`config.mk`:
```
export PLATFORM = sky130hd
export DESIGN_NAME = disp_irq_unit
export DESIGN_NICKNAME = d
export VERILOG_FILES = /design/src/rtl/disp_irq_pkg.sv /design/src/rtl/disp_irq_vcmp.sv /design/src/rtl/disp_irq_status.sv /design/src/rtl/disp_irq_errhold.sv /design/src/rtl/disp_irq_unit.sv
export SDC_FILE = /design/constraint.sdc
export NUM_CORES = 1
export LEC_CHECK = 0
export CAP_MARGIN = 40
export CORE_UTILIZATION = 39
export DETAILED_ROUTE_END_ITERATION = 10
export GPL_TIMING_DRIVEN = 0
export PLACE_DENSITY = 0.77
export RECOVER_POWER = 50
export SYNTH_ARGS = -nofsm -noshare
export SYNTH_HDL_FRONTEND = slang
export SYNTH_SLANG_ARGS = --single-unit
export TNS_END_PERCENT = 30
```
`constraint.sdc`:
```
create_clock -name clk -period 1.4 [get_ports clk]
set_input_delay 0.35 -clock clk [delete_from_list [all_inputs] [get_ports clk]]
set_output_delay 0.35 -clock clk [all_outputs]
set_load 0.05 [all_outputs]
```
`src/rtl/disp_irq_pkg.sv`:
```
package disp_irq_pkg;
    localparam int NSRC = 4;
    localparam int SEL_W = 2;

    localparam int SRC_BERR = 0;
    localparam int SRC_VCMP = 1;
    localparam int SRC_BASE = 2;
    localparam int SRC_UNF  = 3;

    typedef logic [NSRC-1:0] src_vec_t;

    typedef enum logic [1:0] {
        REG_MASK = 2'd0,
        REG_RAW  = 2'd1,
        REG_CLR  = 2'd2,
        REG_CTRL = 2'd3
    } reg_sel_e;

    typedef enum logic [SEL_W-1:0] {
        PH_VSYNC  = 2'd0,
        PH_BACK   = 2'd1,
        PH_ACTIVE = 2'd2,
        PH_FRONT  = 2'd3
    } vphase_e;

    function automatic logic hit(input logic we, input logic [1:0] addr, input reg_sel_e sel);
        return we && (reg_sel_e'(addr) == sel);
    endfunction
endpackage

```
`src/rtl/disp_irq_vcmp.sv`:
```
module disp_irq_vcmp
    import disp_irq_pkg::*;
(
    input  logic             clk,
    input  logic             rst,
    input  vphase_e          sel,
    input  logic [NSRC-1:0]  phase,
    output logic             entry
);
    logic [NSRC-1:0] phase_q;

    always_ff @(posedge clk) begin
        if (rst) phase_q <= '0;
        else     phase_q <= phase;
    end

    // entry means the selected phase has just gone from inactive to active
    always_comb entry = phase[sel] & ~phase_q[sel];
endmodule

```
`src/rtl/disp_irq_status.sv`:
```
module disp_irq_status
    import disp_irq_pkg::*;
(
    input  logic     clk,
    input  logic     rst,
    input  src_vec_t evt,
    input  src_vec_t clr,
    output src_vec_t raw
);
    for (genvar i = 0; i < NSRC; i++) begin : g_bit
        logic bit_q;
        always_ff @(posedge clk) begin
            if (rst)         bit_q <= 1'b0;
            else if (evt[i]) bit_q <= 1'b1;
            else if (clr[i]) bit_q <= 1'b0;
        end
        assign raw[i] = bit_q;
    end
endmodule

```
`src/rtl/disp_irq_errhold.sv`:
```
module disp_irq_errhold (
    input  logic clk,
    input  logic rst,
    input  logic err,
    input  logic clr,
    output logic hold,
    output logic restart
);
    typedef enum logic {ST_RUN, ST_HOLD} st_e;
    st_e  st_q;
    logic restart_q;

    always_ff @(posedge clk) begin
        if (rst) begin
            st_q      <= ST_RUN;
            restart_q <= 1'b0;
        end else begin
            restart_q <= 1'b0;
            if (err) begin
                st_q <= ST_HOLD;
            end else if (st_q == ST_HOLD && clr) begin
                st_q      <= ST_RUN;
                restart_q <= 1'b1;
            end
        end
    end

    assign hold    = (st_q == ST_HOLD);
    assign restart = restart_q;
endmodule

```
`src/rtl/disp_irq_unit.sv`:
```
module disp_irq_unit
    import disp_irq_pkg::*;
#(
    parameter int DATA_W = 8
) (
    input  logic              clk,
    input  logic              rst,
    input  logic              reg_we,
    input  logic [1:0]        reg_addr,
    input  logic [DATA_W-1:0] reg_wdata,
    output logic [DATA_W-1:0] reg_rdata,
    input  logic              mst_err_resp,
    output logic              mst_err_hold,
    output logic              mst_restart,
    input  logic              ph_vsync,
    input  logic              ph_back,
    input  logic              ph_active,
    input  logic              ph_front,
    input  logic              base_ld_upper,
    input  logic              base_ld_lower,
    input  logic              fifo_unf_upper,
    input  logic              fifo_unf_lower,
    output logic [3:0]        irq_src,
    output logic              irq_any
);
    localparam int PAD_SRC = DATA_W - NSRC;
    localparam int PAD_SEL = DATA_W - SEL_W;

    src_vec_t raw_q;
    src_vec_t mask_q;
    vphase_e  sel_q;
    src_vec_t evt;
    src_vec_t clr;
    logic     vcmp_entry;

    always_ff @(posedge clk) begin
        if (rst) begin
            mask_q <= '0;
            sel_q  <= PH_VSYNC;
        end else begin
            if (hit(reg_we, reg_addr, REG_MASK)) mask_q <= reg_wdata[NSRC-1:0];
            if (hit(reg_we, reg_addr, REG_CTRL)) sel_q  <= vphase_e'(reg_wdata[SEL_W-1:0]);
        end
    end

    always_comb begin
        clr = hit(reg_we, reg_addr, REG_CLR) ? reg_wdata[NSRC-1:0] : '0;
        evt = '0;
        evt[SRC_BERR] = mst_err_resp;
        evt[SRC_VCMP] = vcmp_entry;
        evt[SRC_BASE] = base_ld_upper | base_ld_lower;
        evt[SRC_UNF]  = fifo_unf_upper | fifo_unf_lower;
    end

    disp_irq_vcmp u_vcmp (
        .clk   (clk),
        .rst   (rst),
        .sel   (sel_q),
        .phase ({ph_front, ph_active, ph_back, ph_vsync}),
        .entry (vcmp_entry)
    );

    disp_irq_status u_status (
        .clk (clk),
        .rst (rst),
        .evt (evt),
        .clr (clr),
        .raw (raw_q)
    );

    disp_irq_errhold u_errhold (
        .clk     (clk),
        .rst     (rst),
        .err     (mst_err_resp),
        .clr     (clr[SRC_BERR]),
        .hold    (mst_err_hold),
        .restart (mst_restart)
    );

    assign irq_src = raw_q & mask_q;
    assign irq_any = |irq_src;

    always_comb begin
        case (reg_sel_e'(reg_addr))
            REG_MASK: reg_rdata = {{PAD_SRC{1'b0}}, mask_q};
            REG_RAW:  reg_rdata = {{PAD_SRC{1'b0}}, raw_q};
            REG_CTRL: reg_rdata = {{PAD_SEL{1'b0}}, sel_q};
            default:  reg_rdata = '0;
        endcase
    end
endmodule

```
Word level (Yosys, flattened, before mapping)

Cells that the tools add are included.

Logic and storage cells: 47
Bits in latches: 0
Memory bits (read-only): 0
Bits in registers: 16
Input bits: 22
Output and inout bits: 15
Memories kept: 0
Bits in writable memories: 0

Reduce and logical (&&, ||, !) cells: 12
Equal/unequal tests: 3
$mul: 0
Mux-type cells: 17
Shifts and indexed selects: 0
Div/mod/pow operators: 0
$lt $le $gt $ge: 1
Add/subtract/negate cells: 0
Bitwise logic cells: 5

Operator list:

| operator                                                                     | count |
|---|---|
| 1-bit two-way mux                                                            | 13 |
| 4-bit case mux with 3 select lines                                           | 1 |
| 2-bit nonzero test                                                           | 5 |
| 4-bit AND                                                                    | 1 |
| 1-bit binary-select mux with 2-bit select                                    | 2 |
| 2-bit == test, second input constant                                         | 2 |
| 1-bit logical AND                                                            | 4 |
| 4-bit two-way mux                                                            | 1 |
| 4-bit OR reduction                                                           | 1 |
| 2-bit by 3-bit less-than comparator with 1-bit output, second input constant | 1 |
| 2-bit by 1-bit == test with 1-bit output, second input constant              | 1 |
| 2-bit zero test                                                              | 1 |
| 1-bit OR                                                                     | 2 |
| 2-bit OR reduction                                                           | 1 |
| 1-bit AND                                                                    | 1 |
| 1-bit inverter                                                               | 1 |

Longest topological paths before layout

Depth in word-level cells: 6
Gate-level depth with buffers: 4
Mapped depth without buffers: 3

By module

Synthesis repeated with hierarchy kept, for this count alone.

Cell total of the unflattened synthesis: 92
Area, all modules: 857.1 µm²

By module, submodules not included:

| module           | times used | seq. area each (µm²) | cells an instance | area each (µm²) |
|---|---|---|---|---|
| disp_irq_unit    | 1          | 120.1                | 53                | 464.2 |
| disp_irq_status  | 1          | 80.1                 | 20                | 170.2 |
| disp_irq_vcmp    | 1          | 80.1                 | 13                | 155.1 |
| disp_irq_errhold | 1          | 40.0                 | 6                 | 67.6 |

Least setup slack after synthesis

No wires, ideal clock.

Kind: input to output
Start point: input port reg_addr[0]
End point: output port reg_rdata[0]
Data required time: 1050 ps
Stages on the path: 3
Data arrival time: 1675 ps
Buffers on the path: 1
Setup slack: -625 ps
Cell sequence: buf_6 mux2i_1 o21ai_0

Cells in the longest elaborated chain, start to end: 2
Elaborated cells between the ends (all ways): 4
Classes of those cells: eq/ne: 2; mux: 1; reduce/logical: 1

Ends and longest elaborated chain:

| element                                | line                | text |
|---|---|---|
| start, declared                        | disp_irq_unit.sv:9  | `input logic [1:0] reg_addr,` |
| 2-bit == test (tied with other cells)  | disp_irq_unit.sv:84 | `case (reg_sel_e'(reg_addr))` |
| 4-bit case mux with 3 select lines (*) | disp_irq_unit.sv:84 |  |
| end, declared                          | disp_irq_unit.sv:11 | `output logic [DATA_W-1:0] reg_rdata,` |

Every way passes the cells marked *; elsewhere a longest branch is shown, timed or not.

Worst setup path after layout

Start point: register mask_q[2]
End point: output port irq_any

Cells in the longest elaborated chain, start to end: 2

Ends and longest elaborated chain:

| element                | line                | text |
|---|---|---|
| start, declared        | disp_irq_unit.sv:30 | `src_vec_t mask_q;` |
| start signal, assigned | disp_irq_unit.sv:41 | `if (hit(reg_we, reg_addr, REG_MASK)) mask_q <= reg_wdata[NSRC-1:0];` |
| 4-bit AND              | disp_irq_unit.sv:80 | `assign irq_src = raw_q & mask_q;` |
| 4-bit OR reduction     | disp_irq_unit.sv:81 | `assign irq_any = \|irq_src;` |
| end, declared          | disp_irq_unit.sv:24 | `output logic irq_any` |

Every way passes these cells.

==> flow_summary.ini <==
[worst_setup_path]
crit_start = mask_q[2]
crit_reg_reg_endpoint = u_status.g_bit[1].bit_q
length_in_cells_of_the_worst_reg_to_reg_path = 3
setup.reg_to_reg.worst_slack_ns = 0.37
cp-end-kind = primary output
worst-path-max-fanout = 2
critical_path.max_stage_delay_ns = 0.53
endpoint = irq_any
critical-path-slowest-cell = sky130_fd_sc_hd__or4_4
timing.critical_path.cells = and2_4, or4_4, buf_8
crit_required_ns = 1.05
type_of_origin_of_the_critical_path = flip-flop
worstReg2RegStart = sel_q[1]
setup.worst_path.class = flip-flop to primary output
cp.arrival_ns = 1.44

[clock_tree]
cts.sink_count = 16
cts_root_buf = sky130_fd_sc_hd__clkbuf_4
cts.hold.buffers_added = 0
cts_max_level = 1
cts_max_path_buffers = 2
cts_made_buffers = 3
clock_insertion_delay_worst_skew_ns = 0.28
cts_tree = done
path_clk_slew_ns = 0.09

[place]
place_ws_ns = -0.675
globalplace.congestion = 0.699
dp.cells = 134
io_buffer_count = 26
hpwl_um = 1230

[die]
die_area_um2 = 2100
dieHeight_um = 45.8
fp.dieW_um = 45.8
rows = 15
placeableCoreArea_um2 = 1760
floorplan.initialDensity_pct = 42.5
floorplan.io_pins = 37

[global_route]
number_of_global_route_vias_before_repair = 645
grt_antenna_before_repair = 0
grt_start_max_net_pins = 11
grtUsageTotal_pct = 17.7
grt_pass1_wl_um = 2640
grt_remaining_overflow = 0

[drt]
drt_iter0_markers = 6
remaining_drc_errors = 0
via_count = 675
dr.pass1.iters = 4
route.antenna.remaining_nets = 0
routed_wl_um = 1690
wire_per_inst_um = 11.9
post_drt_via_cell_ratio = 4.75

[power_and_ir_drop]
vdd_drop_max_v = 0.000810
powerDensity_nw_per_um2 = 890
power_leakage_nw = 0.512

[sta]
finalCriticalPeriod_ns = 1.79
setup_viol = 5
fin_skew_ns = 0.00287
post-route-period-util_pct = 128
rsz0062_at_grt = true
maxSlewViolCount = 0
finalWorstSetupSlack_ns = -0.393
max_freq_ghz = 0.558
timing.final.hold_violations = 0
hold-worst-slack_ns = 0.433

[synthesis]
syn_area_per_cell_um2 = 9.37
synth_area_leaders = sky130_fd_sc_hd__dfxtp_1 (43%), sky130_fd_sc_hd__mux2i_1 (13%), sky130_fd_sc_hd__nor2_1 (6.5%)
yosysWarnings = 0
yosys_top_cell_by_area = sky130_fd_sc_hd__dfxtp_1
synth_cells = 80
netlist_area_um2 = 749
ys.flop_type = sky130_fd_sc_hd__dfxtp_1
async_reset_ff_share_pct = 0
synth-seq-cells = 16
yosysTopAreaCellShare_pct = 42.7
synth_edf_count = 0
ys_seq_area_share_pct = 42.7
yosysUniqueCellTypes = 21

[worst_hold_path]
holdCritPathClass = primary input to flip-flop
holdCritStartpoint = reg_addr[1]

[cells_and_area]
area.growth.synth_to_final_pct = 54.8
drive_above_1_share_pct = 32.5
num-fill-cells = 158
nNetsFinal = 140
finalCoreUtilization_pct = 65.7
post_route_non_filler_standard_cell_count = 142
insertedDiodeCount = 0

[run_status]
run_status = finished, violations left
failed_checks = negative setup slack

[job]
timing.max_cap.violations = 0
## flip-flops by register name, summed over array words and instances, names as in the netlist
signal,cells
u_errhold.hold,1
u_errhold.restart,1
u_status.g_bit.bit_q,4
sel_q,2
mask_q,4
u_vcmp.phase_q,4
## per-layer routing
layer | track usage, % | wire length [µm] | vias to the layer above
li1 | - | - | 344
met1 | 21.0 | 766 | 310
met2 | 30.9 | 839 | 19
met3 | 3.17 | 70 | 2
met4 | 7.65 | 16 | 0
met5 | 0 | 0 | -
## critical path, delay by kind of cell (launching register included)
| kind | cells | cell delay (ns) |
|---|---|---|
| buf+inv | 1 | 0.16 |
| flops | 1 | 0.33 |
| simple gates | 2 | 0.68 |
## placed cells by master (no fill, tap or decap), drive strengths merged
cell type / Yosys / layout
clkdlybuf4s50: 0 / 12
o21ai: 5 / 5
dlygate4sd3: 0 / 2
inv: 3 / 3
nand3: 3 / 3
nand3b: 1 / 1
a41oi: 1 / 1
dlymetal6s2s: 0 / 1
nand4b: 2 / 2
nor3b: 1 / 1
dfxtp: 16 / 16
nor4b: 2 / 2
mux2i: 10 / 10
nand4bb: 1 / 1
buf: 6 / 17
a21oi: 4 / 4
or4: 1 / 1
clkbuf: 1 / 6
nor2b: 4 / 4
dlygate4sd2: 0 / 1
conb: 1 / 4
nor4bb: 1 / 1
nor2: 13 / 13
clkdlybuf4s15: 0 / 2
and2: 4 / 4
## per-stage QoR
stage	TNS, ns	instance area [µm²]	power, W
after CTS	-0.910	1140	0.00104
after global routing	-1.58	1160	0.00107
after detailed placement	-5.74	1060	0.000731
after global placement	-5.48	1060	0.000727
after floorplan	-0.842	771	0.000645
final	-0.815	1160	0.00103
## where the power goes
group          total [W]  switching, W  leakage, nW  internal [W]
registers       0.000495     0.0000146        0.135      0.000480
clock network   0.000293      0.000135       0.0210      0.000158
logic           0.000244      0.000129        0.356      0.000115
## cells by family after synthesis
family,Yosys count,share of synthesized area [%]
flops,16,42.7
simple gates,33,27.2
mux,10,13.4
compound gates,10,7.18
buf+inv,10,9.01
other cells,1,0.500
## layout make-up
| cell class | instances | area (µm²) | share of cell area (%) |
|---|---|---|---|
| Multi-Input combinational cell | 57 | 387 | 33.3 |
| Sequential cell | 16 | 330 | 28.5 |
| Timing Repair Buffer | 30 | 308 | 26.5 |
| Buffer | 7 | 56.3 | 4.85 |
| Clock buffer | 4 | 36.3 | 3.13 |
| Tap cell | 25 | 31.3 | 2.70 |
| Inverter | 3 | 11.3 | 0.971 |
## what timing repair did
item	CTS	global route
setup endpoints to repair	11	15
gates resized for setup	66	10
pin swaps	2	0
setup buffers	3	1
## worst min-delay path by stage
stage | end | slack, ns | depth (start not counted)
final | u_errhold.restart | 0.43 | 3
after global routing | u_errhold.restart | 0.46 | 3
after CTS | u_errhold.restart | 0.42 | 3
after global placement | u_status.g_bit[2].bit_q | 0.47 | 2
after detailed placement | u_status.g_bit[2].bit_q | 0.48 | 2
after floorplan | u_vcmp.phase_q[0] | 0.42 | 1
## Yosys cell counts, types with 2 or more instances
cell type                   n
sky130_fd_sc_hd__nor4b_1    2
sky130_fd_sc_hd__buf_4      4
sky130_fd_sc_hd__a21oi_1    4
sky130_fd_sc_hd__nand3_1    3
sky130_fd_sc_hd__and2_1     4
sky130_fd_sc_hd__nand4b_1   2
sky130_fd_sc_hd__dfxtp_1   16
sky130_fd_sc_hd__mux2i_1   10
sky130_fd_sc_hd__inv_1      3
sky130_fd_sc_hd__buf_6      2
sky130_fd_sc_hd__nor2b_1    4
sky130_fd_sc_hd__o21ai_0    5
sky130_fd_sc_hd__nor2_1    13
Note: power is estimated with default switching activity, not from simulation.
